===== src/rtl/ovf_tag_pkg.sv =====
package ovf_tag_pkg;
  localparam int REG_W   = 8;
  localparam int BIT_FH  = 7;
  localparam int BIT_FL  = 6;
  localparam int BIT_IE  = 5;
  localparam int BIT_EDG = 4;
  localparam int CTL_W   = 6;

  typedef enum logic [1:0] {
    CLR_NONE = 2'b00,
    CLR_FALL = 2'b01,
    CLR_RISE = 2'b10,
    CLR_BOTH = 2'b11
  } clr_mode_e;

  // Does an edge pair hit the programmed clear condition?
  function automatic logic clr_match(clr_mode_e m, logic rise, logic fall);
    case (m)
      CLR_FALL: return fall;
      CLR_RISE: return rise;
      CLR_BOTH: return rise | fall;
      default:  return 1'b0;
    endcase
  endfunction

  // Next flag value: hardware set dominates a software clear.
  function automatic logic flag_next(logic cur, logic set, logic clr);
    if (set)      return 1'b1;
    else if (clr) return 1'b0;
    else          return cur;
  endfunction
endpackage


===== src/rtl/ovf_tag_sync.sv =====
module ovf_tag_sync #(
  parameter int STAGES = 2
) (
  input  logic clk,
  input  logic rst_n,
  input  logic din,
  output logic level,
  output logic rise,
  output logic fall
);
  logic [STAGES-1:0] pipe_q;
  logic              prev_q;

  always_ff @(posedge clk) begin
    if (!rst_n) begin
      pipe_q <= '0;
      prev_q <= 1'b0;
    end else begin
      pipe_q <= {pipe_q[STAGES-2:0], din};
      prev_q <= pipe_q[STAGES-1];
    end
  end

  assign level = pipe_q[STAGES-1];
  assign rise  = level & ~prev_q;
  assign fall  = ~level & prev_q;
endmodule


===== src/rtl/ovf_tag_counter.sv =====
module ovf_tag_counter #(
  parameter int CNT_W    = 8,
  parameter int NUM_TAPS = 4
) (
  input  logic                clk,
  input  logic                rst_n,
  input  logic [NUM_TAPS-1:0] taps,
  input  logic [1:0]          sel,
  input  logic                clr,
  output logic [CNT_W-1:0]    cnt,
  output logic                tick,
  output logic                wrap
);
  localparam logic [CNT_W-1:0] TOP = '1;

  logic [CNT_W-1:0] cnt_q;

  always_comb begin
    tick = 1'b0;
    for (int i = 0; i < NUM_TAPS; i++) begin
      if (sel == i[1:0]) tick = tick | taps[i];
    end
  end

  assign wrap = tick & (cnt_q == TOP) & ~clr;

  always_ff @(posedge clk) begin
    if (!rst_n)    cnt_q <= '0;
    else if (clr)  cnt_q <= '0;
    else if (tick) cnt_q <= cnt_q + 1'b1;
  end

  assign cnt = cnt_q;
endmodule


===== src/rtl/ovf_tag_regs.sv =====
module ovf_tag_regs
  import ovf_tag_pkg::*;
(
  input  logic             clk,
  input  logic             rst_n,
  input  logic             wr_ctl,
  input  logic             rd_ctl,
  input  logic [REG_W-1:0] wdata,
  input  logic             wrap,
  input  logic             tag_high,
  output logic [CTL_W-1:0] ctl,
  output logic             flag_h,
  output logic             flag_l,
  output logic             set_h,
  output logic             set_l
);
  logic [CTL_W-1:0] ctl_q;
  logic             fh_q, fl_q, arm_h_q, arm_l_q;
  logic             clr_h, clr_l, interval;

  assign interval = (ctl_q[3:2] == CLR_NONE);
  assign set_h    = wrap & ~interval & tag_high;
  assign set_l    = wrap & (interval | ~tag_high);
  assign clr_h    = wr_ctl & ~wdata[BIT_FH] & arm_h_q;
  assign clr_l    = wr_ctl & ~wdata[BIT_FL] & arm_l_q;

  always_ff @(posedge clk) begin
    if (!rst_n) begin
      ctl_q   <= '0;
      fh_q    <= 1'b0;
      fl_q    <= 1'b0;
      arm_h_q <= 1'b0;
      arm_l_q <= 1'b0;
    end else begin
      fh_q <= flag_next(fh_q, set_h, clr_h);
      fl_q <= flag_next(fl_q, set_l, clr_l);
      if (wr_ctl) begin
        ctl_q   <= wdata[CTL_W-1:0];
        arm_h_q <= 1'b0;
        arm_l_q <= 1'b0;
      end else if (rd_ctl) begin
        arm_h_q <= fh_q;
        arm_l_q <= fl_q;
      end
    end
  end

  assign ctl    = ctl_q;
  assign flag_h = fh_q;
  assign flag_l = fl_q;
endmodule


===== src/rtl/ovf_tag_timer.sv =====
module ovf_tag_timer
  import ovf_tag_pkg::*;
#(
  parameter int ADDR_W      = 2,
  parameter int CNT_W       = 8,
  parameter int NUM_TAPS    = 4,
  parameter int SYNC_STAGES = 2
) (
  input  logic                clk,
  input  logic                rst_n,
  input  logic [ADDR_W-1:0]   bus_addr,
  input  logic                bus_wr,
  input  logic                bus_rd,
  input  logic [REG_W-1:0]    bus_wdata,
  output logic [REG_W-1:0]    bus_rdata,
  input  logic                capt_in,
  input  logic [NUM_TAPS-1:0] tap_pulse,
  output logic                irq,
  output logic                capt_evt
);
  localparam logic [ADDR_W-1:0] A_CTL = ADDR_W'(0);
  localparam logic [ADDR_W-1:0] A_CNT = ADDR_W'(1);

  logic             capt_lvl, capt_rise, capt_fall;
  logic [CNT_W-1:0] cnt_q;
  logic             tick, wrap_evt, clr_hit;
  logic [CTL_W-1:0] ctl_q;
  logic             flag_h, flag_l, set_h, set_l;
  logic             wr_ctl, rd_ctl;

  assign wr_ctl = bus_wr & (bus_addr == A_CTL);
  assign rd_ctl = bus_rd & (bus_addr == A_CTL);

  ovf_tag_sync #(.STAGES(SYNC_STAGES)) u_sync (
    .clk(clk), .rst_n(rst_n), .din(capt_in),
    .level(capt_lvl), .rise(capt_rise), .fall(capt_fall)
  );

  assign clr_hit = clr_match(clr_mode_e'(ctl_q[3:2]), capt_rise, capt_fall);

  ovf_tag_counter #(.CNT_W(CNT_W), .NUM_TAPS(NUM_TAPS)) u_cnt (
    .clk(clk), .rst_n(rst_n), .taps(tap_pulse), .sel(ctl_q[1:0]),
    .clr(clr_hit), .cnt(cnt_q), .tick(tick), .wrap(wrap_evt)
  );

  ovf_tag_regs u_regs (
    .clk(clk), .rst_n(rst_n), .wr_ctl(wr_ctl), .rd_ctl(rd_ctl),
    .wdata(bus_wdata), .wrap(wrap_evt), .tag_high(capt_lvl),
    .ctl(ctl_q), .flag_h(flag_h), .flag_l(flag_l),
    .set_h(set_h), .set_l(set_l)
  );

  always_comb begin
    if (bus_addr == A_CTL)      bus_rdata = {flag_h, flag_l, ctl_q};
    else if (bus_addr == A_CNT) bus_rdata = REG_W'(cnt_q);
    else                        bus_rdata = '0;
  end

  assign irq      = ctl_q[BIT_IE] & (flag_h | flag_l);
  assign capt_evt = ctl_q[BIT_EDG] ? capt_rise : capt_fall;
endmodule


===== config.mk =====
export PLATFORM = sky130hd
export DESIGN_NAME = ovf_tag_timer
export DESIGN_NICKNAME = d
export VERILOG_FILES = /design/src/rtl/ovf_tag_pkg.sv /design/src/rtl/ovf_tag_sync.sv /design/src/rtl/ovf_tag_counter.sv /design/src/rtl/ovf_tag_regs.sv /design/src/rtl/ovf_tag_timer.sv
export SDC_FILE = /design/constraint.sdc
export NUM_CORES = 1
export LEC_CHECK = 0
export CORE_UTILIZATION = 25
export DETAILED_ROUTE_END_ITERATION = 10
export PLACE_DENSITY = 0.47
export SLEW_MARGIN = 10
export SYNTH_ARGS = -nofsm -noshare
export SYNTH_HDL_FRONTEND = slang
export SYNTH_HIERARCHICAL = 1
export SYNTH_SLANG_ARGS = --single-unit

===== constraint.sdc =====
create_clock -name clk -period 1.65 [get_ports clk]
set_input_delay 0.33 -clock clk [delete_from_list [all_inputs] [get_ports clk]]
set_output_delay 0.33 -clock clk [all_outputs]
set_load 0.01 [all_outputs]

==> results.toml, run 1 <==
[run_status]
run_status = "complete, no violations"

[worst_setup_path]
path_cells = "clkdlybuf4s50_1, buf_6, nor2_1, dlygate4sd2_1"
arrival_ns = 1.28
path_max_fanout = 10
crit_buf_inv = 3
cp_top_family = "buffers and inverters"
critPathSlowestCell = "clkdlybuf4s50_1"
endpoint_kind = "output pin"
worstSetupPathType = "in -> out"
required_ns = 1.32
worstSetupStartpointType = "input port"
cp_slowest_stage_delay_ns = 0.47

[clocking]
htree_levels = 1
cts_hold_buf = 0
cts_sinks = 21
numCtsBuffers = 3
clkLatencyLatePin_ns = 0.25
cts_root_buf = "clkbuf_8"
cts.clk_slew.worst_paths_ns = 0.07
cts_tree = "yes"
clockBufferDepth = 2

[job]
maxCapViolations = 0

[sta]
hold_violations = 0
finalCriticalPeriod_ns = 1.612
finalSetupViolCount = 0
max_slew_margin = 0.7666
fmax_ghz = 0.6203
period_share = 0.9771
tightest_slew_ns = 0.3494
slew_viol_final = 0
grt_setup_unrepaired = "no"
skew_ns = 0.002309
finalWorstSetupSlack_ns = 0.03778
fin_tns_setup_ns = 0

[layout]
nNetsFinal = 183
area_delta_synth_final_pct = 45.25
mostFrequentLayoutCell = "mux2i_1"
register_area_um2 = 424.2
drive_above_1_share = 0.1975
fill_cells = 457
final_cell_mix = "20 x mux2i_1, 18 x clkdlybuf4s50_1, 18 x dfxtp_1"
n_antenna_cell = 0
multiInputGateArea_um2 = 703.2
instances_no_fill = 214

[synthesis]
syn_inst = 119
syn_area_um2 = 1145
yosysWarnings = 6
syn_nets = 139
synth.avg_cell_area_um2 = 9.621

[floorplanning]
io_pins = 29
die_w_um = 69.67
dieArea_um2 = 4854
die_h_um = 69.67
initial_core_util = 0.2611
rows = 24
core_area_um2 = 4384

[place]
dpl.hpwl_um = 2105
gp_congestion = 0.7499
port-buffer-count = 28
pre_cts_slack_ns = -0.4150
dp_cells = 209

[power]
intPower_uw = 811.9
swShare = 0.2263
leakage_nw = 0.6800
power_switching_uw = 237.5
combPwrFrac = 0.177
power_density_nw_per_um2 = 631.1
power_frac_clock = 0.312
p_seq_frac = 0.510
ir_drop_uv = 377.0
p_total_mw = 1.049

[route]
vias = 957
drtPass1Iterations = 4
dr.first_iter.drc_count = 15
drt-total-wl_um = 2659
ant_nets = 0
drc = 0
wire_per_inst_um = 12.43
via_per_inst = 4.472

[grt]
grt_usage = 0.1141
grt_antenna_before_repair = 0
first_global_vias = 979
grt_max_degree = 16
gr-total-overflow = 0
grt_first_pass_wirelength_um = 4443

[worst_hold_path]
hold_class = "reg -> reg"
==> routing by layer <==
layer / vias to the layer above / GRT usage / routed length, um
met5: - / 0 / 0
met4: 0 / 0.02667 / 0
met3: 0 / 0.01890 / 106
met2: 23 / 0.1963 / 1262
met1: 432 / 0.1490 / 1291
li1: 502 / - / -
==> power by group through the flow <==
stage,Clock [mW],Combinational (mW),Sequential [mW]
after detailed placement,0,0.179,0.548
after CTS,0.342,0.188,0.537
final,0.328,0.186,0.536
after global placement,0,0.177,0.548
after floorplan,0,0.0876,0.545
after global routing,0.359,0.203,0.538
==> stage by stage <==
stage	hold WS [ns]	area, um^2	utilization
after floorplan	0.4118	1145	-
after global placement	0.4158	1575	0.3593
after detailed placement	0.4230	1575	0.3593
after CTS	0.4409	1652	0.3767
after global routing	0.4674	1663	0.3793
final	0.4356	1663	0.3793
==> state kept, by name, indices dropped and copies added, names as in the netlist <==
name,count
u_cnt/cnt,8
u_regs/arm_h_q,1
u_regs/arm_l_q,1
u_regs/ctl,6
u_regs/flag_h,1
u_regs/flag_l,1
u_sync/pipe_q,2
u_sync/prev_q,1
==> final timing paths <==
kind,from,endpoint,slack [ns],depth (start not counted)
max,bus_addr[1],bus_rdata[6],0.04,4
min,u_sync/pipe_q[0]$_SDFF_PN0_,u_sync/pipe_q[1]$_SDFF_PN0_,0.44,1
max reg2reg,u_regs/ctl[0]$_SDFFE_PN0P_,u_regs/flag_h$_SDFFE_PN0P_,0.12,4
min reg2reg,u_sync/pipe_q[0]$_SDFF_PN0_,u_sync/pipe_q[1]$_SDFF_PN0_,0.44,1
==> what timing repair did <==
action / in CTS / in global routing
buffers inserted: 0 / 0
gates cloned: 1 / 0
setup endpoints to repair: 11 / 11
gates resized for setup: 15 / 11
==> layout make-up <==
class	count	area share
clock buffers	4	0.02709
multi-input cells	93	0.4229
well taps	52	0.03913
flip-flops and latches	21	0.2551
inverters	1	0.002257
repair buffers	43	0.2536
Note: power is estimated with default switching activity, not from simulation.
==> run 2: changes to the inputs <==
CORE_UTILIZATION = 48   (was 25)
PLACE_DENSITY = 0.79   (was 0.47)
==> run 2 against run 1 <==
Against the previous run:
- first-iteration DRC count fell by 6.7%
- register-to-register slack got worse by 0.02 ns
- critical endpoint is now bus_rdata[3]
- worst setup slack worse by 0.019 ns
- routed wire length fell by 2.6%
- non-clock buffer count is the same
- clock skew up 0.0012 ns
- highest routed layer is now met4
- hold slack improved by 0.021 ns
==> results.toml, run 2 (synthesis results as in run 1) <==
[run_status]
run_status = "complete, no violations"

[clocking]
clockBufferDepth = 2
cts_sinks = 21
htree_levels = 1
cts_hold_buf = 0
cts_tree = "yes"
cts_setup_buffers = 0
clkLatencyLatePin_ns = 0.31
cts.clk_slew.worst_paths_ns = 0.11
cts_root_buf = "clkbuf_4"
numCtsBuffers = 3

[floorplanning]
rows = 17
io_pins = 29
die_w_um = 50.84
die_h_um = 50.84
core_area_um2 = 2233
initial_core_util = 0.5126
dieArea_um2 = 2584

[worst_setup_path]
endpoint_kind = "output pin"
reg2reg_to = "u_regs/flag_h$_SDFFE_PN0P_"
crit_start = "bus_addr[1]"
reg2reg_from = "u_regs/ctl[0]$_SDFFE_PN0P_"
path_max_fanout = 10
required_ns = 1.32
worstSetupPathType = "in -> out"
r2r_cells = 4
critPathCapture = "bus_rdata[3]"
worstSetupStartpointType = "input port"
r2r_slack_ns = 0.10
arrival_ns = 1.30

[layout]
area_delta_synth_final_pct = 39.89
largest_reg_flops = 8
final_cell_mix = "20 x mux2i_1, 17 x clkdlybuf4s50_1, 15 x nor2_1, 15 x dfxtp_1, 13 x buf_4"
utilization = 0.7171
mostFrequentLayoutCell = "mux2i_1"
drive_above_1_share = 0.2284
n_antenna_cell = 0
nNetsFinal = 183

[sta]
finalSetupViolCount = 0
tightest_slew_ns = 0.2756
fmax_ghz = 0.6130
timing.hold.ws_ns = 0.4564
skew_ns = 0.003471
period_share = 0.9888
hold_violations = 0
finalCriticalPeriod_ns = 1.631
grt_setup_unrepaired = "no"
max_slew_margin = 0.8152
slew_viol_final = 0

[route]
wire_per_inst_um = 13.64
dr.first_iter.drc_count = 14
drc = 0
drtPass1Iterations = 4
drt-total-wl_um = 2591
via_per_inst = 5.211
ant_nets = 0
vias = 990

[grt]
gr-total-overflow = 0
grt_first_pass_wirelength_um = 4257
first_global_vias = 980
grt_busiest_layer = "met2"
grt_antenna_before_repair = 0
use_met2 = 0.3911
use_met1 = 0.2617
grt_max_degree = 12
grt.met3_usage = 0.03571
grt_usage = 0.2248

[job]
maxCapViolations = 0

[power]
ir_drop_uv = 532.0
power_density_nw_per_um2 = 608.1
leakage_nw = 0.6691
p_total_uw = 973.9

[place]
gp_congestion = 0.7507
port-buffer-count = 28
dpl.hpwl_um = 1935

[worst_hold_path]
hold_class = "reg -> reg"
## run 2: worst min path at each step
stage | slack [ns] | cells after the start | endpoint | from
floorplan | 0.41 | 1 | u_sync/pipe_q[1]$_SDFF_PN0_ | u_sync/pipe_q[0]$_SDFF_PN0_
global placement | 0.42 | 1 | u_sync/pipe_q[1]$_SDFF_PN0_ | u_sync/pipe_q[0]$_SDFF_PN0_
detailed placement | 0.43 | 1 | u_sync/pipe_q[1]$_SDFF_PN0_ | u_sync/pipe_q[0]$_SDFF_PN0_
CTS | 0.46 | 1 | u_sync/pipe_q[1]$_SDFF_PN0_ | u_sync/pipe_q[0]$_SDFF_PN0_
global route | 0.48 | 1 | u_sync/pipe_q[1]$_SDFF_PN0_ | u_sync/pipe_q[0]$_SDFF_PN0_
finish | 0.46 | 1 | u_sync/pipe_q[1]$_SDFF_PN0_ | u_sync/pipe_q[0]$_SDFF_PN0_
## run 2: critical path, cell delays in order
cell and delay (ns):
clkdlybuf4s50_1 0.40, buf_4 0.17, nor2_1 0.14, clkdlybuf4s15_1 0.25
## run 2: layer usage
| layer | vias up | wire (um) |
|---|---|---|
| met5 | - | 0 |
| met3 | 6 | 111 |
| met1 | 452 | 1204 |
| li1 | 503 | - |
| met4 | 0 | 55 |
| met2 | 29 | 1220 |
## run 2: cell type report
class	instances	area (um^2)
clock buffer	4	26.28
fill	176	631.9
inverter	1	3.754
multi-input combinational	93	703.2
sequential	21	430.4
tap	28	35.03
timing repair buffer	43	402.9
## run 2: power by group
group          switching [mW]  leakage (nW)  total (mW)  internal, mW
combinational          0.0672         0.481       0.182         0.114
sequential             0.0158         0.173       0.537         0.521
clock                   0.161        0.0150       0.255        0.0946
## run 2: through the flow
| step | worst slack [ns] | cell area, um^2 | instances | setup TNS (ns) |
|---|---|---|---|---|
| finish | 0.01855 | 1602 | 190 | 0 |
| global route | 0.001464 | 1602 | 190 | 0 |
| CTS | 0.006972 | 1603 | 190 | 0 |
| detailed placement | -0.4297 | 1545 | 185 | -4.640 |
| global placement | -0.3988 | 1545 | 185 | -4.129 |
| floorplan | 0.2043 | 1145 | 119 | 0 |
## run 2: what timing repair did
| item | 4_1_cts | 5_1_grt |
|---|---|---|
| hold endpoints to repair | 0 | 0 |
| pin swaps | 0 | 0 |
| resized for setup | 20 | 15 |
| gates cloned | 1 | 0 |
| endpoints found under the setup margin | 10 | 11 |
